$ cat src/rtl/walk_pkg.sv
package walk_pkg;
  typedef enum logic [2:0] {
    ST_IDLE, ST_CTX, ST_L1, ST_L2, ST_L3, ST_FILL, ST_FAULT
  } walk_state_e;

  typedef struct packed {
    logic       capture;
    logic       latchRsp;
    logic [1:0] lvl;
  } walk_strobe_t;
endpackage

$ cat src/rtl/walk_ctrl.sv
module walk_ctrl
  import walk_pkg::*;
(
  input  logic         clk,
  input  logic         rst,
  input  logic         missValid,
  input  logic         memReqReady,
  input  logic         memRspValid,
  input  logic         rspOk,
  output walk_strobe_t strobe,
  output logic         missReady,
  output logic         memReqValid,
  output logic         fillValid,
  output logic         faultValid,
  output logic [1:0]   faultLevel
);
  walk_state_e state;
  logic        sent;
  logic        walking;
  logic [1:0]  lvl;
  walk_state_e nextLvl;

  always_comb begin
    walking = 1'b1;
    lvl     = 2'd0;
    nextLvl = ST_FILL;
    case (state)
      ST_CTX: begin lvl = 2'd0; nextLvl = ST_L1;   end
      ST_L1:  begin lvl = 2'd1; nextLvl = ST_L2;   end
      ST_L2:  begin lvl = 2'd2; nextLvl = ST_L3;   end
      ST_L3:  begin lvl = 2'd3; nextLvl = ST_FILL; end
      default: walking = 1'b0;
    endcase
  end

  always_ff @(posedge clk) begin
    if (rst) begin
      state      <= ST_IDLE;
      sent       <= 1'b0;
      faultLevel <= 2'd0;
    end else begin
      case (state)
        ST_IDLE: if (missValid) state <= ST_CTX;
        ST_FILL, ST_FAULT: state <= ST_IDLE;
        default: begin
          if (!sent && memReqReady) sent <= 1'b1;
          if (sent && memRspValid) begin
            sent <= 1'b0;
            if (rspOk) state <= nextLvl;
            else begin
              state      <= ST_FAULT;
              faultLevel <= lvl;
            end
          end
        end
      endcase
    end
  end

  assign missReady       = (state == ST_IDLE);
  assign memReqValid     = walking && !sent;
  assign fillValid       = (state == ST_FILL);
  assign faultValid      = (state == ST_FAULT);
  assign strobe.capture  = missReady && missValid;
  assign strobe.latchRsp = walking && sent && memRspValid;
  assign strobe.lvl      = lvl;
endmodule

$ cat src/rtl/walk_dpath.sv
module walk_dpath
  import walk_pkg::*;
#(
  parameter int CTX_W       = 8,
  parameter int L1_W        = 8,
  parameter int L2_W        = 6,
  parameter int L3_W        = 6,
  parameter int ADDR_W      = 32,
  parameter int ENTRY_BYTES = 4,
  parameter logic [ADDR_W-1:0] CTX_BASE = 'h1000,
  localparam int VPN_W      = L1_W + L2_W + L3_W
)(
  input  logic              clk,
  input  logic              rst,
  input  walk_strobe_t      strobe,
  input  logic [CTX_W-1:0]  missCtx,
  input  logic [VPN_W-1:0]  missVpn,
  input  logic [ADDR_W-1:0] memRspData,
  output logic              rspOk,
  output logic [ADDR_W-1:0] memReqAddr,
  output logic [ADDR_W-1:0] entry,
  output logic [CTX_W-1:0]  ctxQ,
  output logic [VPN_W-1:0]  vpnQ
);
  localparam int OFF_W  = $clog2(ENTRY_BYTES);
  localparam int L1_LSB = L2_W + L3_W;
  localparam int L2_LSB = L3_W;

  logic [ADDR_W-1:0] base;
  logic [ADDR_W-1:0] idxOff [4];

  always_ff @(posedge clk) begin
    if (rst) begin
      ctxQ  <= '0;
      vpnQ  <= '0;
      entry <= '0;
    end else begin
      if (strobe.capture) begin
        ctxQ <= missCtx;
        vpnQ <= missVpn;
      end
      if (strobe.latchRsp) entry <= memRspData;
    end
  end

  assign idxOff[0] = ADDR_W'(ctxQ) << OFF_W;
  assign idxOff[1] = ADDR_W'(vpnQ[VPN_W-1:L1_LSB]) << OFF_W;
  assign idxOff[2] = ADDR_W'(vpnQ[L1_LSB-1:L2_LSB]) << OFF_W;
  assign idxOff[3] = ADDR_W'(vpnQ[L2_LSB-1:0]) << OFF_W;

  assign base       = (strobe.lvl == 2'd0) ? CTX_BASE
                    : {entry[ADDR_W-1:OFF_W], OFF_W'(0)};
  assign memReqAddr = base + idxOff[strobe.lvl];
  assign rspOk      = memRspData[0];
endmodule

$ cat src/rtl/tbl_walker.sv
module tbl_walker
  import walk_pkg::*;
#(
  parameter int CTX_W       = 8,
  parameter int L1_W        = 8,
  parameter int L2_W        = 6,
  parameter int L3_W        = 6,
  parameter int ADDR_W      = 32,
  parameter int ENTRY_BYTES = 4,
  parameter logic [ADDR_W-1:0] CTX_BASE = 'h1000,
  localparam int VPN_W      = L1_W + L2_W + L3_W
)(
  input  logic              clk,
  input  logic              rst,
  input  logic              missValid,
  output logic              missReady,
  input  logic [CTX_W-1:0]  missCtx,
  input  logic [VPN_W-1:0]  missVpn,
  output logic              memReqValid,
  input  logic              memReqReady,
  output logic [ADDR_W-1:0] memReqAddr,
  input  logic              memRspValid,
  input  logic [ADDR_W-1:0] memRspData,
  output logic              fillValid,
  output logic [ADDR_W-1:0] fillPte,
  output logic              faultValid,
  output logic [1:0]        faultLevel,
  output logic [CTX_W-1:0]  reqCtx,
  output logic [VPN_W-1:0]  reqVpn
);
  walk_strobe_t strobe;
  logic         rspOk;

  walk_ctrl u_ctrl (
    .clk(clk), .rst(rst), .missValid(missValid), .memReqReady(memReqReady),
    .memRspValid(memRspValid), .rspOk(rspOk), .strobe(strobe),
    .missReady(missReady), .memReqValid(memReqValid), .fillValid(fillValid),
    .faultValid(faultValid), .faultLevel(faultLevel)
  );

  walk_dpath #(
    .CTX_W(CTX_W), .L1_W(L1_W), .L2_W(L2_W), .L3_W(L3_W),
    .ADDR_W(ADDR_W), .ENTRY_BYTES(ENTRY_BYTES), .CTX_BASE(CTX_BASE)
  ) u_dpath (
    .clk(clk), .rst(rst), .strobe(strobe), .missCtx(missCtx),
    .missVpn(missVpn), .memRspData(memRspData), .rspOk(rspOk),
    .memReqAddr(memReqAddr), .entry(fillPte), .ctxQ(reqCtx), .vpnQ(reqVpn)
  );
endmodule

$ cat config.mk
export PLATFORM = sky130hd
export DESIGN_NAME = tbl_walker
export DESIGN_NICKNAME = d
export VERILOG_FILES = /design/src/rtl/walk_pkg.sv /design/src/rtl/walk_ctrl.sv /design/src/rtl/walk_dpath.sv /design/src/rtl/tbl_walker.sv
export SDC_FILE = /design/constraint.sdc
export NUM_CORES = 1
export LEC_CHECK = 0
export BUFFER_PORTS_ARGS = -buffer_cell sky130_fd_sc_hd__buf_2
export CELL_PAD_IN_SITES_DETAIL_PLACEMENT = 1
export CELL_PAD_IN_SITES_GLOBAL_PLACEMENT = 1
export CORE_ASPECT_RATIO = 1.25
export CORE_MARGIN = 4
export CORE_UTILIZATION = 35
export DETAILED_ROUTE_END_ITERATION = 6
export PLACE_DENSITY_LB_ADDON = 0.1
export SYNTH_ARGS = -nofsm -noshare
export SYNTH_HDL_FRONTEND = slang
export SYNTH_SLANG_ARGS = --single-unit
$ cat constraint.sdc
create_clock -name clk -period 8.05 [get_ports clk]
set_clock_uncertainty 0.1 [all_clocks]
set_input_delay 1.2075 -clock clk [delete_from_list [all_inputs] [get_ports clk]]
set_output_delay 1.2075 -clock clk [all_outputs]
set_load 0.02 [all_outputs]
==> impl_results.md <==
- Arr. time, crit path: around 4500 ps
- WHS Path Cells: 2
- Status: complete, no violations
- Layout fillers: 1315
- Worst Hold Class: flop to flop
- Clk Latency, worst-skew pair: 320 ps
- Netlist cell types: 43
- # port buffers: 160
- Max clock buf depth: 2
- Hpwl dp: about 9500 um
- Drt first pass iters: 4
- # rows: 41
- Primary FF master, synth: dfxtp_1
- DRC Markers: 0
- Commonest non-fill, non-tap cell in the layout: buf_2
- Reg clk slew, reported paths: 60 ps
- Post-route cell area: 4790 um2
- Final critical-path share of the clock period: just over 70%
- Logic pwr share: between 10% and 20%
- Synth Area in Compound Gates: about 18%
- Layout cells sized above 1: a little under a third
- Power density cells: 181 nW/um2
- Number of antenna diodes: 0
- Root Buffer: clkbuf_16
- Core area: around 10000 um2
- Net switching power: around 0.00023 W
- RSZ-0062 raised after global routing: false
- Crit end category: primary output
- WL/cell: around 16 um
- Max_cap viols: 0
- CTS tree: built
- Storage element area: approximately 1300 um2
- Cell Chain, Critical Path: xnor2_1 > nor2_1 > mux4_2 > ha_1 > inv_1 > fa_1 > nand2b_1 > a21oi_1 > o21ai_1 > o21ai_0 > or3b_2 > buf_2
- WHS: 363 ps
- Post-route ant nets: 0
- Max VDD drop: 0.0919 mV
- Sequential share of power: 40.8%
- Synth top area share: roughly 37%
- Largest net degree at the start of global routing: 67
- LEAKAGE: roughly 2.1 nW
- Tmin final: 5760 ps
- H-tree Lvls: 3
- Bufs and invs on worst path: 2
- Starting Density: around 36%
- Post-CTS Setup Repair Bufs: 0
- Largest delay share family, worst path: simple AND/OR/NAND/NOR gates
- Clock network fraction of total power: a little under half
- First-pass GRT wire length: around 20000 um
- DRT iter0 DRCs: 80
- Final total power: around 0.00087 W
- Drt total wl: 12500 um
- Max Fclk: about 170 MHz
- Switching Share: a little over a quarter
- Area of the multi-input gates: 2120 um2
- Leading cell types in the layout, fill and taps excluded: 160 x buf_2, 138 x nand2_1, 83 x a21oi_1, 66 x dfxtp_1, 28 x nor2_1
- Layout area overhead: 32.8%
- CP max-delay cell: dfxtp_1
- Sink Count: between 60 and 70
- Startpoint Class: flop
- Peak fanout along the critical path: 17
- Slew HR: 33.1%
- CTS buffer count: 9
- Syn Inst Count: 486
- Post-route setup TNS: 0 ps
- Overall routing resource usage: between 20% and 30%
- Cell depth of the worst setup path: 12
- Synth Register Bits: 66
- Simple-Gate Fraction of Synth Area: ~28%
- DR vias: between 3000 and 4000
- Final Slew Violations: 0
- Die Span X: 98.8 um
- Synth Area in Adders: approximately 3.3%
- Vias in the first global route: 4094
- Die footprint: between 10000 and 15000 um2
- DR vias/cell: between 5 and 6
- Syn avg cell area: approximately 7.4 um2
- Worst stage delay on the critical path: 670 ps
- IO Pins: 163
- Top cells by area, synth: dfxtp_1 37%, nand2_1 14%, a21oi_1 12%, mux4_2 3.7%, nor2_1 3.0%
- Internal power: around 0.00064 W
- Synth area leader: dfxtp_1
- Area of placed instances: 4480 um2
- Layout net count: approximately 700
- Worst Setup Path Type: flop to primary output
- Mux contribution to synthesized area: roughly 5.2%
- Worst-Margin Slew: approximately 1000 ps
- Async S/R FF share, synth: 0%
- Post-synth EDFFs: 0
- Antenna violations before repair: 0
- GR Overflow Total: 0
- Chip height: 121 um
- Worst EP required: between 6000 and 7000 ps
- Post-CTS Resized: 0
- Reg2Reg Depth: 4
- Post-CTS Hold Fix Bufs: 0
- Sequential fraction of the synthesis area: 36.6%
- Main combinational cell family by area after synthesis: simple AND/OR/NAND/NOR gates
- GP Congestion: roughly 0.81
- Final setup viols: 0
- Synthesis warning total: 0
- Mapped Area: approximately 3600 um2
- Final Hold Viols: 0
- Post-Synth XOR/XNOR Area: under 10%
## per-layer routing
layer  share of wire, %  up-vias  routed length, um  global-route usage, %
met5                  0        -                  0                      0
met4                1.1        0                143                   5.98
met3                7.0       10                870                   6.10
met2                 51      117               6300                   37.3
met1                 41     1863               5150                   23.7
li1                   -     1944                  -                      -
## power groups by stage
stage                     combinational (W)  sequential, W  clock [W]
after floorplan                   0.0000588       0.000370          0
after global placement             0.000114       0.000361          0
after detailed placement           0.000116       0.000361          0
after CTS                          0.000117       0.000354   0.000407
after global routing               0.000128       0.000356   0.000421
final                              0.000115       0.000354   0.000398
## kinds of logic after synthesis
logic type,count (synthesis)
XOR/XNOR,19
adder cells (fa/ha/maj),9
AND/OR/NAND/NOR,223
multiplexers,11
other,1
AO/OA/AOI/OAI,117
flip-flops,66
buffers and inverters,40
## stage by stage
| stage | setup slack (ps) | instances | utilization, % |
|---|---|---|---|
| 6_report | 2290 | 768 | 47.4 |
| 3_3_place_gp | 2790 | 752 | 44.3 |
| 5_1_grt | 1880 | 768 | 47.4 |
| 3_5_place_dp | 2630 | 752 | 44.3 |
| 4_1_cts | 2250 | 768 | 47.4 |
| 2_1_floorplan | 3250 | 487 | - |
## registers in the layout (all words and copies together) (netlist names)
signal             cells
u_dpath.entry         32
u_dpath.vpnQ          20
u_dpath.ctxQ           8
u_ctrl.state           3
u_ctrl.faultLevel      2
u_ctrl.sent            1
## cell type report
class / instances / area share (%)
multi-input combinational: 381 / 44.4
sequential: 66 / 27.6
timing repair buffer: 164 / 17.4
clock buffer: 11 / 5.28
tap: 129 / 3.37
clock inverter: 5 / 1.10
inverter: 12 / 0.941
## worst reg2reg max path, delay by kind of cell, from the launching register on
kind | cells | cell delay (ps)
and+or+nand+nor | 3 | 1450
DFF | 1 | 480
AOI/OAI and AO/OA | 1 | 160
## synthesized netlist by cell type, types with 2 or more instances
| master | instances |
|---|---|
| ha_1 | 8 |
| and2_1 | 14 |
| nor2_1 | 29 |
| xnor2_1 | 10 |
| nor2b_1 | 3 |
| buf_2 | 8 |
| xor2_1 | 9 |
| o21ai_0 | 12 |
| nand2_1 | 138 |
| inv_1 | 12 |
| o211ai_1 | 4 |
| a22oi_1 | 2 |
| dfxtp_1 | 66 |
| mux2i_1 | 4 |
| a21oi_1 | 83 |
| a211oi_1 | 2 |
| clkbuf_1 | 18 |
| nand4_1 | 7 |
| nand3_1 | 8 |
| o31ai_1 | 6 |
| buf_4 | 2 |
| and3_1 | 2 |
| nand2b_1 | 3 |
| or4_1 | 6 |
| or3_1 | 4 |
| nor3_1 | 4 |
| mux4_2 | 6 |
## worst paths after layout
check                        start               end  slack (ps)
setup / recovery   u_ctrl.state[2]    memReqAddr[12]        2290
hold reg to reg   u_dpath.entry[1]  u_dpath.entry[1]         360
setup reg to reg   u_ctrl.state[2]  u_dpath.vpnQ[13]        5780
hold / removal    u_dpath.entry[1]  u_dpath.entry[1]         360
Note: power is estimated with default switching activity, not from simulation.
